--- src/rtl/bwx_pkg.sv ---
package bwx_pkg;

  // Register select codes on the register-write port
  typedef enum logic [1:0] {
    REG_BANK_A_LO = 2'd0,
    REG_BANK_B    = 2'd1,
    REG_MODE      = 2'd2,
    REG_BANK_A_HI = 2'd3
  } regSel_e;

  // Strobes from control to datapath, valid for the current cycle
  typedef struct packed {
    logic ldBankALo;
    logic ldBankAHi;
    logic ldBankB;
    logic accRd;
    logic accWr;
    logic useBankA;
  } xlateStrobe_t;

endpackage

--- src/rtl/bwxControl.sv ---
module bwxControl
  import bwx_pkg::*;
(
  input  logic         clk,
  input  logic         rstN,
  input  logic         hostSel,
  input  logic         hostRd,
  input  logic         hostWr,
  input  logic         hostUpperHalf,
  input  logic         regWe,
  input  logic [1:0]   regSel,
  input  logic         regDataLsb,
  output xlateStrobe_t strb
);

  logic splitByDir;
  logic accessOk;
  regSel_e selCode;

  assign selCode  = regSel_e'(regSel);
  assign accessOk = hostSel && (hostRd != hostWr);

  // Mode bit: 1 pairs banks by direction, 0 by aperture half
  always_ff @(posedge clk) begin
    if (!rstN) begin
      splitByDir <= 1'b0;
    end else if (regWe && selCode == REG_MODE) begin
      splitByDir <= regDataLsb;
    end
  end

  always_comb begin
    strb           = '0;
    strb.ldBankALo = regWe && (selCode == REG_BANK_A_LO);
    strb.ldBankAHi = regWe && (selCode == REG_BANK_A_HI);
    strb.ldBankB   = regWe && (selCode == REG_BANK_B);
    strb.accRd     = accessOk && hostRd;
    strb.accWr     = accessOk && hostWr;
    if (splitByDir) begin
      strb.useBankA = hostRd;
    end else begin
      strb.useBankA = hostUpperHalf;
    end
  end

  AST_ACC_EXCLUSIVE: assert property (@(posedge clk) disable iff (!rstN)
    !(strb.accRd && strb.accWr));

endmodule

--- src/rtl/bwxDatapath.sv ---
module bwxDatapath
  import bwx_pkg::*;
#(
  parameter int HOST_AW    = 16,
  parameter int MEM_AW     = 21,
  parameter int BANK_W     = 8,
  parameter int GRAN_SHIFT = 12,
  parameter int EXT_BANK_A = 1
) (
  input  logic               clk,
  input  logic               rstN,
  input  xlateStrobe_t       strb,
  input  logic [HOST_AW-1:0] hostAddr,
  input  logic [BANK_W-1:0]  regData,
  output logic               memRd,
  output logic               memWr,
  output logic [MEM_AW-1:0]  memAddr
);

  localparam int BANK_A_W = BANK_W + EXT_BANK_A;

  logic [BANK_W-1:0]   bankALo;
  logic [BANK_W-1:0]   bankB;
  logic [BANK_A_W-1:0] bankA;
  logic [BANK_A_W-1:0] bankSel;
  logic [MEM_AW-1:0]   windowBase;
  logic [MEM_AW-1:0]   nextAddr;

  always_ff @(posedge clk) begin
    if (!rstN) begin
      bankALo <= '0;
      bankB   <= '0;
    end else begin
      if (strb.ldBankALo) bankALo <= regData;
      if (strb.ldBankB)   bankB   <= regData;
    end
  end

  generate
    if (EXT_BANK_A != 0) begin : gExtBank
      logic bankAHi;
      always_ff @(posedge clk) begin
        if (!rstN) begin
          bankAHi <= 1'b0;
        end else if (strb.ldBankAHi) begin
          bankAHi <= regData[0];
        end
      end
      assign bankA = {bankAHi, bankALo};
    end else begin : gBaseBank
      assign bankA = bankALo;
    end
  endgenerate

  // Bank added at 4 KB granularity; carry past the top bit is dropped
  assign bankSel    = strb.useBankA ? bankA : BANK_A_W'(bankB);
  assign windowBase = MEM_AW'(bankSel) << GRAN_SHIFT;
  assign nextAddr   = windowBase + MEM_AW'(hostAddr);

  always_ff @(posedge clk) begin
    if (!rstN) begin
      memRd   <= 1'b0;
      memWr   <= 1'b0;
      memAddr <= '0;
    end else begin
      memRd <= strb.accRd;
      memWr <= strb.accWr;
      if (strb.accRd || strb.accWr) begin
        memAddr <= nextAddr;
      end
    end
  end

  AST_ADDR_HOLD: assert property (@(posedge clk) disable iff (!rstN)
    !(strb.accRd || strb.accWr) |=> $stable(memAddr));

endmodule

--- src/rtl/bankWindowXlate.sv ---
module bankWindowXlate
  import bwx_pkg::*;
#(
  parameter int HOST_AW    = 16,
  parameter int MEM_AW     = 21,
  parameter int BANK_W     = 8,
  parameter int GRAN_SHIFT = 12,
  parameter int EXT_BANK_A = 1
) (
  input  logic               clk,
  input  logic               rstN,
  input  logic               hostSel,
  input  logic               hostRd,
  input  logic               hostWr,
  input  logic [HOST_AW-1:0] hostAddr,
  input  logic               regWe,
  input  logic [1:0]         regSel,
  input  logic [BANK_W-1:0]  regData,
  output logic               memRd,
  output logic               memWr,
  output logic [MEM_AW-1:0]  memAddr
);

  xlateStrobe_t strb;

  bwxControl uCtrl (
    .clk          (clk),
    .rstN         (rstN),
    .hostSel      (hostSel),
    .hostRd       (hostRd),
    .hostWr       (hostWr),
    .hostUpperHalf(hostAddr[HOST_AW-1]),
    .regWe        (regWe),
    .regSel       (regSel),
    .regDataLsb   (regData[0]),
    .strb         (strb)
  );

  bwxDatapath #(
    .HOST_AW   (HOST_AW),
    .MEM_AW    (MEM_AW),
    .BANK_W    (BANK_W),
    .GRAN_SHIFT(GRAN_SHIFT),
    .EXT_BANK_A(EXT_BANK_A)
  ) uData (
    .clk     (clk),
    .rstN    (rstN),
    .strb    (strb),
    .hostAddr(hostAddr),
    .regData (regData),
    .memRd   (memRd),
    .memWr   (memWr),
    .memAddr (memAddr)
  );

  AST_ONE_STROBE: assert property (@(posedge clk) disable iff (!rstN)
    !(memRd && memWr));

  AST_NO_STROBE_DESELECTED: assert property (@(posedge clk) disable iff (!rstN)
    !hostSel |=> !(memRd || memWr));

  AST_LOW_BITS_PASS: assert property (@(posedge clk) disable iff (!rstN)
    (memRd || memWr) |-> memAddr[GRAN_SHIFT-1:0] == $past(hostAddr[GRAN_SHIFT-1:0]));

endmodule

--- config.mk ---
export PLATFORM = sky130hd
export DESIGN_NAME = bankWindowXlate
export DESIGN_NICKNAME = d
export VERILOG_FILES = /design/src/rtl/bwx_pkg.sv /design/src/rtl/bwxControl.sv /design/src/rtl/bwxDatapath.sv /design/src/rtl/bankWindowXlate.sv
export SDC_FILE = /design/constraint.sdc
export NUM_CORES = 1
export LEC_CHECK = 0
export CORE_MARGIN = 2
export CORE_UTILIZATION = 47
export DETAILED_ROUTE_END_ITERATION = 16
export PLACE_DENSITY = 0.75
export SKIP_CTS_REPAIR_TIMING = 1
export SLEW_MARGIN = 0
export SYNTH_ARGS = -nofsm -noshare
export SYNTH_HDL_FRONTEND = slang
export SYNTH_HIERARCHICAL = 1
export SYNTH_SLANG_ARGS = --single-unit
--- constraint.sdc ---
create_clock -name clk -period 3.1 [get_ports clk]
set_clock_uncertainty 0.2 [all_clocks]
set_input_delay 0.31 -clock clk [delete_from_list [all_inputs] [get_ports clk]]
set_output_delay 0.31 -clock clk [all_outputs]
set_load 0.005 [all_outputs]
* Yosys cells after proc, flatten, opt, wreduce, memory -nomap -nowiden
Cells that the tools add are included.
Word-level totals: flip-flop bits (word level) 41, input bits 32, output and inout bits 23, word-level logic and storage cells 23
Operators by class: add/sub/neg operators 1, equal/unequal tests 4, multiplexer cells 2, reduce and logical (&&, ||, !) cells 9
Operator list (number):
- $add 21x16->21 | 1
- $mux 9 | 1
- $logic_and 1x1->1 | 7
- $eq 2x2->1 const B | 2
- $eq 2x1->1 const B | 1
- $logic_not 2->1 | 1
- $logic_or 1x1->1 | 1
- $mux 1 | 1
- $ne 1x1->1 | 1

* Longest topological paths before layout
depth after elaboration 4, depth in mapped cells 9

* Cells and area by module
Netlist, hierarchy kept.
By module, submodules not included:
- bwxDatapath | times used 1, cells each 185, area an instance 1789.2 um^2
- bwxControl | times used 1, cells each 13, area an instance 95.1 um^2

* Worst setup path before layout
No wires, ideal clock.
path kind register -> register, from register uCtrl.splitByDir, to register uData.memAddr[20], setup time 0.122 ns, arrival 2.511 ns, required time 2.778 ns, slack 0.268 ns, stages on the path, launching flop included 10, cells stage by stage dfxtp_1 mux2_2 buf_6 mux2_2 ha_1 fa_1 a21o_1 a21oi_1 a2111oi_0 o311a_1
RTL lines:
- from (decl) | line bwxControl.sv:16 | logic splitByDir;
- from (signal assigned) | line bwxControl.sv:28 | splitByDir <= regDataLsb;
- to (signal assigned) | line bwxDatapath.sv:69 | memAddr <= nextAddr;
- to (decl) | line bwxDatapath.sv:17 | output logic [MEM_AW-1:0] memAddr

==> results.yml <==
floorplanning:
  core_area_sq_mm: 0.00391
  die_h_microns: 67.3
  ioPinCount: 55
  num_rows: 23
  start_util_pct: 48.1
  die_x_microns: 67.3
  dieArea_sq_mm: 0.00453
clocking:
  cts.sink_count: 41
  clockBufferDepth: 2
  clock_latency_ns: 0.29
  clk_pin_slew_ns: 0.07
  htree_levels: 2
  cts_root_buffer: "clkbuf_8"
  cts-buffers-inserted: 5
  cts_tree: "done"
global_route:
  grt_max_degree: 38
  grt_first_pass_wirelength_microns: 6470
  grtUsageTotal_pct: 19.3
  grt_pass1_vias: 1399
  grt-ovfl-total: 0
  antenna_found_initial: 0
sta:
  fin_crit_ns: 2.83
  finalCritPeriodShare_pct: 91.3
  worst_pin_slew_ns: 0.422
  finalHoldViolations: 0
  hold_slack_ns: 0.267
  fin_setup_tns_ns: 0
  setup_viol: 0
  timing.fmax_mhz: 353
  drv_slew: 0
  grt_setup_unrepaired: "false"
  slew_headroom_pct: 71.2
critical_path:
  worstPathArrival_ns: 2.87
  required_ns: 3.14
  path_max_fanout: 4
  cp-start-kind: "primary input"
  worst_setup_path_end_kind: "flip-flop"
  path_class: "primary input to flip-flop"
  rr_worst_depth: 9
power_and_ir_drop:
  power.leakage_nw: 0.985
  power_density_mw_per_mm2: 413
  vdd_drop_max_v: 0.000301
min_path:
  whs_path_depth: 2
  hold_class: "flip-flop to flip-flop"
routing:
  routed_wirelength_microns: 4130
  via_count: 1558
  wl_per_cell_microns: 13.4
  drt-pass1-iter-count: 4
  postRouteAntennaNets: 0
  drc: 0
  drtIter0Drc: 96
  avgViaCountPerCell: 5.06
final_layout:
  final_cell_mix: "clkdlybuf4s50_1, dfxtp_1, nand2_1"
  drive_above_1_share_pct: 10.5
  n_antenna_cell: 0
  final_cells: 308
  syn2layout_area_growth_pct: 37.2
  final_common_cell: "clkdlybuf4s50_1"
  finalNetCount: 294
logic_synthesis:
  synth_fa_ha_area_share_pct: 3.72
  async_flop_share_pct: 0
  synth_fp_nets: 235
  ys_seq_area_share_pct: 43.6
  synth_edf_count: 0
  synthCells: 198
  avgSynthCellArea_sq_um: 9.52
  ys_seq_elements: 41
  synth_simple_gate_area_share_pct: 21.4
  synthFlopType: "dfxtp_1"
  synthDistinctLibCells: 38
  synth_top_family_by_area: "simple AND/OR/NAND/NOR gates"
  synth_compound_area_share_pct: 12.9
  synthesis.area_sq_mm: 0.00188
  yosys_warnings: 6
  synth-xor-area-share_pct: 0.930
  synthMuxAreaShare_pct: 14.7
flow_run:
  drv_cap: 0
placement:
  dp_hpwl_microns: 3010
  place_congestion: 0.693
  numPortBuffers: 54
  dp_cells: 300
status:
  status: "completed"
[stage by stage]
stage | cell area (sq um) | worst slack [ns] | power (mW) | util (%)
after global placement | 2500 | 0.0804 | 0.749 | 64.0
final | 2580 | 0.270 | 1.07 | 66.0
after detailed placement | 2500 | 0.0210 | 0.750 | 64.0
after CTS | 2580 | 0.300 | 1.08 | 66.0
after global routing | 2580 | 0.170 | 1.12 | 66.0
after floorplan | 1880 | 0.268 | 0.653 | -
[layout make-up]
type,instances,area (sq um)
Multi-Input combinational cell,146,1010
Fill cell,356,1330
Timing Repair Buffer,63,608
Tap cell,50,62.6
Sequential cell,41,821
Clock buffer,8,80.1
[per-layer routing]
layer	share of wire, %	up-vias	track usage (%)
li1	-	801	-
met1	48	716	25.8
met2	46	34	29.6
met3	4.6	7	5.33
met4	1.8	0	7.65
met5	0	-	0
[flip-flops by register name (all words and copies together) (netlist names)]
name	count
uData/bankALo	8
uData/memAddr	21
uData/memRd	1
uData/gExtBank.bankAHi	1
uData/memWr	1
uData/bankB	8
uCtrl/splitByDir	1
[synthesized netlist by cell type, types with 2 or more instances]
library cell	n	area (sq um)
ha_1	4	50.1
a21boi_0	14	105
mux2i_1	21	210
nand2_1	34	128
xnor2_1	2	17.5
mux2_2	6	67.6
clkbuf_1	8	30.0
nor2_1	7	26.3
nor2b_1	17	106
o311a_1	2	20.0
and2_1	3	18.8
o21ai_0	5	25.0
a211oi_1	2	15.0
a21oi_1	2	10.0
a21o_1	2	15.0
dfxtp_1	41	821
nand3_1	7	35.0
[worst paths after layout]
| path | endpoint | slack, ns | start |
|---|---|---|---|
| max | uData/memAddr[20] | 0.27 | hostRd |
| max reg2reg | uData/memAddr[20] | 0.33 | uCtrl/splitByDir |
| min reg2reg | uData/memAddr[11] | 0.27 | uData/memAddr[11] |
| min | uData/memAddr[11] | 0.27 | uData/memAddr[11] |
[kinds of logic (layout without fill, tap and decap cells)]
group	count (synthesis)	count (layout)
XOR/XNOR	2	2
buffers and inverters	11	71
flip-flops	41	41
multiplexers	27	27
AO/OA/AOI/OAI	33	33
AND/OR/NAND/NOR	79	79
adder cells (fa/ha/maj)	5	5
[critical path, stage by stage]
cell	delay, ns
clkdlybuf4s50_1	0.44
mux2_2	0.31
mux2_2	0.29
ha_1	0.23
fa_1	0.41
a21o_1	0.20
a21oi_1	0.22
buf_4	0.18
o311a_1	0.14
o311a_1	0.15
[where the power goes]
part	total, mW	switching [mW]	internal (mW)
clock network	0.329	0.169	0.160
registers	0.561	0.0120	0.549
logic	0.177	0.0709	0.106
total	1.07	0.252	0.815
Note: power is estimated with default switching activity, not from simulation.
